File: config.mk
export PLATFORM = sky130hd
export DESIGN_NAME = kcp_cfg_port
export DESIGN_NICKNAME = d
export VERILOG_FILES = /design/src/rtl/kcp_pkg.sv /design/src/rtl/kcp_key_lock.sv /design/src/rtl/kcp_dev_bank.sv /design/src/rtl/kcp_cfg_port.sv
export SDC_FILE = /design/constraint.sdc
export NUM_CORES = 1
export LEC_CHECK = 0
export BUFFER_PORTS_ARGS = -buffer_cell sky130_fd_sc_hd__buf_2
export CAP_MARGIN = 20
export CORE_ASPECT_RATIO = 0.6
export CORE_MARGIN = 1.5
export CORE_UTILIZATION = 55
export DETAILED_ROUTE_END_ITERATION = 6
export GPL_TIMING_DRIVEN = 0
export PLACE_DENSITY = 0.84
export SYNTH_ARGS = -nofsm -noshare
export SYNTH_HDL_FRONTEND = slang
export SYNTH_SLANG_ARGS = --single-unit
File: constraint.sdc
create_clock -name clk -period 2.7 [get_ports clk]
set_input_delay 0.54 -clock clk [delete_from_list [all_inputs] [get_ports clk]]
set_output_delay 0.54 -clock clk [all_outputs]
set_load 0.005 [all_outputs]
File: src/rtl/kcp_pkg.sv
package kcp_pkg;

  typedef enum logic [1:0] {
    KS_LOCKED = 2'd0,
    KS_ARMED  = 2'd1,
    KS_OPEN   = 2'd2
  } key_state_e;

  localparam logic [7:0] EXIT_CODE   = 8'hAA;
  localparam logic [7:0] IX_DEVSEL   = 8'h07;
  localparam logic [7:0] IX_CHIP_LO  = 8'h20;
  localparam logic [7:0] IX_CHIP_HI  = 8'h21;
  localparam logic [7:0] IX_VEND_A   = 8'h23;
  localparam logic [7:0] IX_VEND_B   = 8'h24;
  localparam logic [7:0] IX_DEV_LOW  = 8'h30;
  localparam logic [7:0] IX_BASE_HI  = 8'h60;
  localparam logic [7:0] IX_BASE_LO  = 8'h61;
  localparam logic [7:0] IX_IRQ      = 8'h70;
  localparam logic [7:0] VEND_A_VAL  = 8'h19;
  localparam logic [7:0] VEND_B_VAL  = 8'h34;
  localparam logic [7:0] LOCKED_READ = 8'hFF;

  // Read value of the global (non-banked) index space.
  function automatic logic [7:0] global_read(input logic [7:0] idx,
                                             input logic [7:0] devsel,
                                             input logic [15:0] chip);
    logic [7:0] v;
    case (idx)
      IX_DEVSEL:  v = devsel;
      IX_CHIP_LO: v = chip[7:0];
      IX_CHIP_HI: v = chip[15:8];
      IX_VEND_A:  v = VEND_A_VAL;
      IX_VEND_B:  v = VEND_B_VAL;
      default:    v = 8'h00;
    endcase
    return v;
  endfunction

  // True when a device-select value names an implemented device.
  function automatic logic dev_in_range(input logic [7:0] devsel,
                                        input logic [7:0] first,
                                        input logic [8:0] count);
    return ({1'b0, devsel} >= {1'b0, first}) &&
           ({1'b0, devsel} < ({1'b0, first} + count));
  endfunction

  // Byte layout of the interrupt control register.
  function automatic logic [7:0] irq_pack(input logic share,
                                          input logic [1:0] mode);
    return {1'b0, mode, share, 4'b0000};
  endfunction

endpackage

File: src/rtl/kcp_key_lock.sv
module kcp_key_lock
  import kcp_pkg::*;
#(
  parameter logic [7:0] ENTRY_KEY = 8'h87
) (
  input  logic       clk,
  input  logic       rst_n,
  input  logic       addr_wr,
  input  logic [7:0] wdata,
  output logic       cfg_open,
  output logic       key_hit,
  output logic       exit_hit
);

  key_state_e st;

  assign key_hit  = addr_wr && (wdata == ENTRY_KEY);
  assign exit_hit = addr_wr && (wdata == EXIT_CODE) && (st == KS_OPEN);
  assign cfg_open = (st == KS_OPEN);

  always_ff @(posedge clk or negedge rst_n) begin
    if (!rst_n) begin
      st <= KS_LOCKED;
    end else if (addr_wr) begin
      case (st)
        KS_LOCKED: st <= key_hit ? KS_ARMED : KS_LOCKED;
        KS_ARMED:  st <= key_hit ? KS_OPEN : KS_LOCKED;
        KS_OPEN:   st <= exit_hit ? KS_LOCKED : KS_OPEN;
        default:   st <= KS_LOCKED;
      endcase
    end
  end


  open_needs_key_chk: assert property (@(posedge clk) disable iff (!rst_n)
    $rose(cfg_open) |-> $past(key_hit));


  broken_seq_chk: assert property (@(posedge clk) disable iff (!rst_n)
    (st == KS_ARMED && addr_wr && !key_hit) |=> !cfg_open);


  exit_locks_chk: assert property (@(posedge clk) disable iff (!rst_n)
    exit_hit |=> !cfg_open);

endmodule

File: src/rtl/kcp_dev_bank.sv
module kcp_dev_bank
  import kcp_pkg::*;
(
  input  logic        clk,
  input  logic        rst_n,
  input  logic        wr_en,
  input  logic [7:0]  idx,
  input  logic [7:0]  wdata,
  output logic [7:0]  rd_data,
  output logic [15:0] iobase,
  output logic        irq_share,
  output logic [1:0]  irq_mode
);

  logic [7:0] base_hi, base_lo;

  always_ff @(posedge clk or negedge rst_n) begin
    if (!rst_n) begin
      base_hi   <= 8'h00;
      base_lo   <= 8'h00;
      irq_share <= 1'b0;
      irq_mode  <= 2'b00;
    end else if (wr_en) begin
      case (idx)
        IX_BASE_HI: base_hi <= wdata;
        IX_BASE_LO: base_lo <= wdata;
        IX_IRQ: begin
          irq_share <= wdata[4];
          irq_mode  <= wdata[6:5];
        end
        default: ;
      endcase
    end
  end

  assign iobase = {base_hi, base_lo};

  always_comb begin
    case (idx)
      IX_BASE_HI: rd_data = base_hi;
      IX_BASE_LO: rd_data = base_lo;
      IX_IRQ:     rd_data = irq_pack(irq_share, irq_mode);
      default:    rd_data = 8'h00;
    endcase
  end


  base_lo_wr_chk: assert property (@(posedge clk) disable iff (!rst_n)
    (wr_en && idx == IX_BASE_LO) |=> iobase[7:0] == $past(wdata));


  irq_wr_chk: assert property (@(posedge clk) disable iff (!rst_n)
    (wr_en && idx == IX_IRQ) |=>
      (irq_share == $past(wdata[4])) && (irq_mode == $past(wdata[6:5])));


  bank_hold_chk: assert property (@(posedge clk) disable iff (!rst_n)
    !wr_en |=> $stable(iobase) && $stable(irq_share) && $stable(irq_mode));

endmodule

File: src/rtl/kcp_cfg_port.sv
module kcp_cfg_port
  import kcp_pkg::*;
#(
  parameter logic [7:0]  ENTRY_KEY = 8'h87,
  parameter logic [15:0] CHIP_ID   = 16'h0407,
  parameter logic [7:0]  DEV_FIRST = 8'h10,
  parameter int          NUM_DEV   = 7
) (
  input  logic                   clk,
  input  logic                   rst_n,
  input  logic                   bus_addr,
  input  logic                   bus_wr,
  input  logic                   bus_rd,
  input  logic [7:0]             bus_wdata,
  output logic [7:0]             bus_rdata,
  output logic                   cfg_open,
  output logic [16*NUM_DEV-1:0]  dev_iobase,
  output logic [NUM_DEV-1:0]     dev_irq_share,
  output logic [2*NUM_DEV-1:0]   dev_irq_mode
);

  localparam int         SLOT_W   = (NUM_DEV > 1) ? $clog2(NUM_DEV) : 1;
  localparam logic [8:0] DEV_CNT  = 9'(NUM_DEV);

  logic addr_wr, data_wr, data_rd;
  logic key_hit, exit_hit;
  logic [7:0] index_q, devsel_q;
  logic dev_ok, dev_space;
  logic [SLOT_W-1:0] slot;
  logic [NUM_DEV-1:0] bank_we;
  logic [7:0] bank_rd [NUM_DEV];
  logic [7:0] read_val;

  assign addr_wr = bus_wr && !bus_addr;
  assign data_wr = bus_wr && bus_addr;
  assign data_rd = bus_rd && bus_addr;

  kcp_key_lock #(.ENTRY_KEY(ENTRY_KEY)) u_lock (
    .clk      (clk),
    .rst_n    (rst_n),
    .addr_wr  (addr_wr),
    .wdata    (bus_wdata),
    .cfg_open (cfg_open),
    .key_hit  (key_hit),
    .exit_hit (exit_hit)
  );

  // Index latch: loaded by address writes while open, except the exit code.
  always_ff @(posedge clk or negedge rst_n) begin
    if (!rst_n) index_q <= 8'h00;
    else if (addr_wr && cfg_open && !exit_hit) index_q <= bus_wdata;
  end

  // Device-select register.
  always_ff @(posedge clk or negedge rst_n) begin
    if (!rst_n) devsel_q <= 8'h00;
    else if (data_wr && cfg_open && index_q == IX_DEVSEL) devsel_q <= bus_wdata;
  end

  assign dev_ok    = dev_in_range(devsel_q, DEV_FIRST, DEV_CNT);
  assign dev_space = (index_q >= IX_DEV_LOW);
  assign slot      = SLOT_W'(devsel_q - DEV_FIRST);

  for (genvar g = 0; g < NUM_DEV; g++) begin : g_bank
    assign bank_we[g] = data_wr && cfg_open && dev_space && dev_ok &&
                        (slot == SLOT_W'(g));
    kcp_dev_bank u_bank (
      .clk       (clk),
      .rst_n     (rst_n),
      .wr_en     (bank_we[g]),
      .idx       (index_q),
      .wdata     (bus_wdata),
      .rd_data   (bank_rd[g]),
      .iobase    (dev_iobase[16*g +: 16]),
      .irq_share (dev_irq_share[g]),
      .irq_mode  (dev_irq_mode[2*g +: 2])
    );
  end

  always_comb begin
    if (!cfg_open)      read_val = LOCKED_READ;
    else if (!dev_space) read_val = global_read(index_q, devsel_q, CHIP_ID);
    else if (dev_ok)    read_val = bank_rd[slot];
    else                read_val = 8'h00;
  end

  always_ff @(posedge clk or negedge rst_n) begin
    if (!rst_n) bus_rdata <= 8'h00;
    else if (data_rd) bus_rdata <= read_val;
  end


  locked_read_chk: assert property (@(posedge clk) disable iff (!rst_n)
    (!cfg_open && data_rd) |=> bus_rdata == LOCKED_READ);


  locked_write_chk: assert property (@(posedge clk) disable iff (!rst_n)
    (!cfg_open && data_wr) |=>
      $stable(dev_iobase) && $stable(dev_irq_share) && $stable(dev_irq_mode));


  rdata_hold_chk: assert property (@(posedge clk) disable iff (!rst_n)
    !data_rd |=> $stable(bus_rdata));


  one_bank_chk: assert property (@(posedge clk) disable iff (!rst_n)
    $onehot0(bank_we));


  index_hold_chk: assert property (@(posedge clk) disable iff (!rst_n)
    !addr_wr |=> $stable(index_q));

endmodule

==> flow_summary.ini, run 1 <==
[pwr]
power_density_mw_per_mm2 = 599
fin_total_pwr_w = 0.00562
vdd_ir_drop_max_mv = 0.401
leakage_nw = 4.87

[final_layout]
drive_gt1_share_pct = 50.2
final_cell_mix = buf_2 (163), dfrtp_1 (159), mux2_2 (145), nand2_1 (35), a221oi_1 (29)
n_antenna_cell = 0
layout.cells.most_common = buf_2
fillers = 896
fin_cells = 957
layout.nets = 787
multi_input_area_mm2 = 0.00337
area.sequential_mm2 = 0.00398
synthToLayoutAreaGrowth_pct = 25.8

[clocking]
clock_sinks = 159
numCtsBuffers = 17
clk_pin_slew_ns = 0.07
cts_hold_buf = 0
cts_max_level = 4
insertion_delay_ns = 0.43
cts_tree = built
clock_path_buffers = 2
root_buffer = clkbuf_16

[routing]
routed_wl_um = 24000
drc = 8
wl_per_cell_um = 25.1
final_antenna_net_count = 0
dr.pass1.iters = 7
drt_iter0_drc = 668
avgViaCountPerCell = 6.60
vias = 6316

[timing]
tightest_slew_ns = 0.928
relSlewSlack_pct = 36.5
finalSetupViolCount = 0
finClkSkew_ns = 0.0130
hold_violations = 0
setup_slack_ns = 0.0713
max_freq_mhz = 380
final.period_utilization_pct = 97.4
maxSlewViolCount = 0
fin_crit_ns = 2.63

[worst_hold_path]
hp-class = primary input to async pin

[critical_path]
cp.required_ns = 3.03
critPathKind = register to register
crit_path_end_kind = register
worst_setup_path_start_kind = register
rrSetupSlack_ns = 0.07
path_max_fanout = 6
critPathArrivalTime_ns = 2.96

[run_status]
status = finished, violations left
violations = DRC

[logic_synthesis]
synth_cell_types = 54
synth_edf_count = 0
avgSynthCellArea_um2 = 12.6
synthArstFlopShare_pct = 100
seq_area_frac_synth_pct = 53.3
synthCells = 590
syn_nets = 603
synthFlopType = dfrtp_1
ys_ff_latch = 159
synth_warnings = 0
synth_area_mm2 = 0.00746

[die]
die_h_um = 93.2
row_count = 32
die_width_um = 153
core_mm2 = 0.0131
start_util_pct = 57.1
io_pins = 155
die-area_mm2 = 0.0143

[placement]
place_congestion = 0.946
place_ws_ns = -0.216
hpwl_um = 16900
io_buffer_count = 154
dp.cells = 915

[flow_run]
maxCapViolations = 0

[global_route]
grt_pass1_wl_um = 36300
antenna_found_initial = 0
grt_max_degree = 98
grt_pass1_vias = 6193
grt_usage_pct = 34.2
grt-ovfl-total = 0
-- cell families (layout without fill, tap and decap cells) --
group / Yosys count / in the layout / share of synthesized area, %
mux: 156 / 156 / 23.4
compound gates: 117 / 117 / 12.0
buf+inv: 47 / 244 / 3.12
flops: 159 / 159 / 53.3
simple gates: 111 / 111 / 8.20
-- sequential cells by signal (all words and copies together) (netlist names) --
name	count
g_bank.u_bank.base_hi	56
g_bank.u_bank.base_lo	56
g_bank.u_bank.irq_mode	14
bus_rdata	8
devsel_q	8
index_q	8
g_bank.u_bank.irq_share	7
u_lock.st	2
-- cell usage after synthesis (2+ instances only) --
master	number	area (um^2)
nand2_1	35	131
o22ai_1	8	50.1
a211oi_1	2	15.0
nor3_1	3	15.0
nand4_2	2	25.0
o221a_2	2	22.5
a31oi_1	3	18.8
nand3_1	14	70.1
clkinv_1	2	7.51
a211o_1	4	35.0
and3_1	4	25.0
a221oi_1	29	254
nor2_2	6	37.5
nor4bb_1	3	30.0
a21o_1	3	22.5
mux2i_1	11	110
buf_2	12	60.1
nand3b_1	2	15.0
buf_4	11	82.6
nor4_1	8	50.1
mux2_2	145	1630
inv_1	4	15.0
nor2b_1	5	31.3
and2_1	3	18.8
o211ai_1	2	15.0
a21oi_1	15	75.1
a222oi_1	3	30.0
o22a_1	4	35.0
buf_1	2	7.51
a22oi_1	13	97.6
clkbuf_1	16	60.1
o21ai_0	12	60.1
a221o_1	5	50.1
nor2_1	17	63.8
nand3_2	3	30.0
dfrtp_1	159	3980
-- worst max-delay path, cell delays in order, from the launching register on --
cell and delay [ns]:
dfrtp_1 0.47, nor4_1 0.51, nand2_1 0.20, o311ai_0 0.79, a211o_1 0.26, a31oi_1 0.08, a211oi_1 0.23
-- routing by layer --
metal | vias to the layer above | routed length (um) | global-route usage, %
met5 | - | 0 | 0
met4 | 0 | 239 | 8.09
met3 | 36 | 2740 | 8.16
met2 | 443 | 10500 | 50.5
met1 | 3224 | 10400 | 51.0
li1 | 2613 | - | -
-- final timing paths --
kind	from	endpoint	cells past startpoint
setup / recovery	index_q[4]$_DFFE_PN0P_	bus_rdata[4]$_DFFE_PN0P_	6
hold / removal	rst_n	g_bank[4].u_bank.base_lo[0]$_DFFE_PN0P_	1
setup reg to reg	index_q[4]$_DFFE_PN0P_	bus_rdata[4]$_DFFE_PN0P_	6
hold reg to reg	u_lock.st[0]$_DFFE_PN0P_	u_lock.st[0]$_DFFE_PN0P_	1
max in group asynchronous	rst_n	g_bank[6].u_bank.base_hi[4]$_DFFE_PN0P_	2
min in group clk	bus_wdata[1]	g_bank[4].u_bank.base_hi[1]$_DFFE_PN0P_	2
-- final cells by class --
type,count,area share (%)
clock buffers,21,5.01
repair buffers,165,9.91
well taps,170,2.27
flip-flops and latches,159,42.4
plain buffers,41,2.36
clock inverters,11,1.89
multi-input cells,384,35.9
inverters,6,0.240
-- report_power, final --
part	switching (W)	internal, W
Combinational	0.000314	0.000157
Clock	0.00103	0.00164
Sequential	0.0000579	0.00242
-- what timing repair did --
| item | CTS | global route |
|---|---|---|
| gates resized for setup | 6 | 23 |
| endpoints found under the hold margin | 0 | 0 |
| setup endpoints to repair | 70 | 143 |
| pin swaps | 1 | 4 |
| buffers inserted | 4 | 6 |
-- metrics by stage --
step                      area, um^2  util (%)  hold slack (ns)  setup TNS (ns)
after global placement          8440      64.7            0.473         -168.05
after floorplan                 7460         -            0.244               0
final                           9380      71.9            0.204               0
after global routing            9380      71.9            0.283         -0.0200
after detailed placement        8480      64.9            0.503           -8.02
after CTS                       9180      70.3            0.258           -1.36
Note: power is estimated with default switching activity, not from simulation.
==> run 2: changes to the inputs <==
--- a/config.mk
+++ b/config.mk
@@ -5,6 +5,7 @@
 export SDC_FILE = /design/constraint.sdc
 export NUM_CORES = 1
 export LEC_CHECK = 0
+export ABC_AREA = 1
 export BUFFER_PORTS_ARGS = -buffer_cell sky130_fd_sc_hd__buf_2
 export CAP_MARGIN = 20
 export CORE_ASPECT_RATIO = 0.6
==> run 2 against run 1 <==
  * The flow still finishes with violations (DRC)
  * Global-route usage rose by 4.1 points
  * Clock skew hardly changed
  * Area after synthesis increased by 6.1%
  * Cell count up 40%
  * Die area is 5.9% higher
  * Core utilization down 2.9 points
  * Sequential power up 2%
  * Sequential share of layout area is 0.72 points lower
  * Maximum frequency up 8.5%
  * Power increased by 5.5%
==> flow_summary.ini, run 2 <==
[pwr]
leakage_nw = 4.95
vdd_ir_drop_max_mv = 0.401
power_density_mw_per_mm2 = 621
fin_total_pwr_w = 0.00593

[clocking]
root_buffer = clkbuf_16
clock_path_buffers = 2
cts_resized = 0
cts_max_level = 4
insertion_delay_ns = 0.44
cts_hold_buf = 0
clock_sinks = 159
cts_tree = built
clk_pin_slew_ns = 0.07
cts_setup_buffers = 0
numCtsBuffers = 17

[logic_synthesis]
synthFlopType = dfrtp_1
seq_area_frac_synth_pct = 50.3
synth_top_area_cell = dfrtp_1
synth_edf_count = 0
synthCells = 962
synth_warnings = 0
synth_cell_types = 35
ys_ff_latch = 159
synthArstFlopShare_pct = 100
synthTopCellsByArea = dfrtp_1 (50%), nand2_1 (15%), nand3_1 (8.0%)
avgSynthCellArea_um2 = 8.23
synthMostInstantiatedCell = nand2_1
syn_nets = 975
ys_top_cells_by_count = nand2_1 (321), dfrtp_1 (159), nand3_1 (126), o21ai_1 (77), o21ai_0 (50)
synth_top_area_share_pct = 50.3
synth_area_mm2 = 0.00791

[placement]
dp.cells = 1309
hpwl_um = 19800
place_congestion = 1.03
placed_cell_area_mm2 = 0.00896
io_buffer_count = 154

[timing]
setup-tns-final_ns = 0
tightest_slew_ns = 0.889
maxSlewViolCount = 0
fin_crit_ns = 2.42
relSlewSlack_pct = 40.7
max_freq_mhz = 413
final.period_utilization_pct = 89.8
hold_violations = 0
finClkSkew_ns = 0.0130
rsz0062_at_grt = no
finalSetupViolCount = 0

[die]
row_count = 33
io_pins = 155
die_width_um = 158
die_h_um = 95.9
start_util_pct = 57.2
die-area_mm2 = 0.0151
core_mm2 = 0.0138

[global_route]
grt-ovfl-total = 0
grt_pass1_vias = 7143
grt_usage_pct = 38.3
antenna_found_initial = 0
grt_max_degree = 93
grt_pass1_wl_um = 41500

[final_layout]
n_antenna_cell = 0
final_area_mm2 = 0.00954
fin_cells = 1341
final_cell_mix = nand2_1 (321), buf_2 (168), dfrtp_1 (159), nand3_1 (126), o21ai_1 (77)
fillers = 1128
top_regs = g_bank.u_bank.base_hi (56), g_bank.u_bank.base_lo (56), g_bank.u_bank.irq_mode (14)
drive_gt1_share_pct = 26.2
layout.nets = 1149
layout.cells.most_common = nand2_1
synthToLayoutAreaGrowth_pct = 20.6
post-route-util_pct = 69.0

[critical_path]
endpoint = bus_rdata[2]$_DFFE_PN0P_
crit_path_end_kind = register
crit_chain = inv_1 -> nand2_1 -> nor2_4 -> nand2_1 -> inv_2 -> buf_2 -> nand2_1 -> nand3_1 -> nand2_1 -> o21ai_0 -> nand2_1 -> a21oi_1
path_delay_family = simple AND/OR/NAND/NOR gates
rrSetupSlack_ns = 0.28
crit_path_start = index_q[1]$_DFFE_PN0P_
path_depth = 12
critPathArrivalTime_ns = 2.78
critPathMaxStageDelay_ns = 0.41
crit_path_frequent_cell = nand2_1
critPathKind = register to register
r2r-start = index_q[1]$_DFFE_PN0P_
rr_endpoint = bus_rdata[2]$_DFFE_PN0P_
path_max_fanout = 10
path_buf_inv = 3
reg2reg_depth = 12
slowest_stage = dfrtp_1
cp.required_ns = 3.05
worst_setup_path_start_kind = register

[routing]
vias = 8035
dr.pass1.iters = 7
wl_per_cell_um = 20.8
drt_iter0_drc = 1123
avgViaCountPerCell = 5.99
routed_wl_um = 27800
final_antenna_net_count = 0
drc = 4

[flow_run]
maxCapViolations = 0

[run_status]
status = finished, violations left
violations = DRC

[worst_hold_path]
hp-class = primary input to async pin
run 2: cell count changes in the layout (fill, tap and decap cells not counted), moves of 8 or more:
| cell | before | now |
|---|---|---|
| a221oi_1 | 29 | 0 |
| a22oi_1 | 13 | 0 |
| buf_6 | 1 | 15 |
| inv_1 | 4 | 35 |
| mux2_2 | 145 | 0 |
| mux2i_1 | 11 | 0 |
| nand2_1 | 35 | 321 |
| nand2_2 | 1 | 10 |
| nand2_4 | 0 | 8 |
| nand3_1 | 11 | 126 |
| nor2_1 | 15 | 27 |
| o21ai_0 | 12 | 50 |
| o21ai_1 | 0 | 77 |
| o21ai_2 | 0 | 31 |
run 2: report_power, final:
| part | switching, W | internal (W) | leakage, nW | total, W |
|---|---|---|---|---|
| Sequential | 0.0000714 | 0.00247 | 2.18 | 0.00254 |
| Clock | 0.00108 | 0.00138 | 0.285 | 0.00246 |
| Combinational | 0.000708 | 0.000219 | 2.49 | 0.000927 |
run 2: cells by family (layout without fill, tap and decap cells):
logic type / after synthesis / in the layout / share of synthesized area (%)
DFF: 159 / 159 / 50.3
AOI/OAI and AO/OA: 178 / 178 / 13.0
and+or+nand+nor: 519 / 519 / 29.5
buffers and inverters: 106 / 293 / 7.26
run 2: layout make-up:
type	count	area [um^2]	area share, %
inverter	43	164	1.72
sequential	159	3980	41.7
clock inverter	14	156	1.64
buffer	63	410	4.30
multi-input combinational	697	3360	35.2
tap	192	240	2.52
timing repair buffer	155	805	8.43
clock buffer	18	429	4.50
run 2: how the worst min path moves through the flow:
stage | startpoint | endpoint | slack (ns) | depth (start not counted)
2_1_floorplan | rst_n | bus_rdata[0]$_DFFE_PN0P_ | 0.24 | 0
3_3_place_gp | devsel_q[4]$_DFFE_PN0P_ | devsel_q[4]$_DFFE_PN0P_ | 0.47 | 2
3_5_place_dp | devsel_q[4]$_DFFE_PN0P_ | devsel_q[4]$_DFFE_PN0P_ | 0.49 | 2
4_1_cts | rst_n | g_bank[2].u_bank.base_lo[3]$_DFFE_PN0P_ | 0.12 | 1
5_1_grt | rst_n | g_bank[2].u_bank.base_lo[3]$_DFFE_PN0P_ | 0.14 | 1
6_report | rst_n | g_bank[2].u_bank.base_lo[3]$_DFFE_PN0P_ | 0.1 | 1
run 2: per-layer routing:
layer / GRT usage [%] / up-vias / part of all wire, %
li1: - / 3524 / -
met1: 56.5 / 3764 / 41
met2: 51.2 / 669 / 39
met3: 14.9 / 76 / 17
met4: 11.2 / 2 / 2.5
met5: 2.72 / - / 0.18
run 2: worst register-to-register path, stage by stage (launching register included):
cell,delay (ns)
dfrtp_1,0.41
inv_1,0.09
nand2_1,0.09
nor2_4,0.30
nand2_1,0.15
inv_2,0.10
buf_2,0.28
nand2_1,0.12
nand3_1,0.11
nand2_1,0.14
o21ai_0,0.31
nand2_1,0.11
a21oi_1,0.15
run 2: per-stage QoR:
stage	hold WS (ns)	setup slack, ns
floorplan	0.244	0.999
global placement	0.468	-1.23
detailed placement	0.487	0.479
CTS	0.123	0.428
global route	0.144	0.149
finish	0.0964	0.276
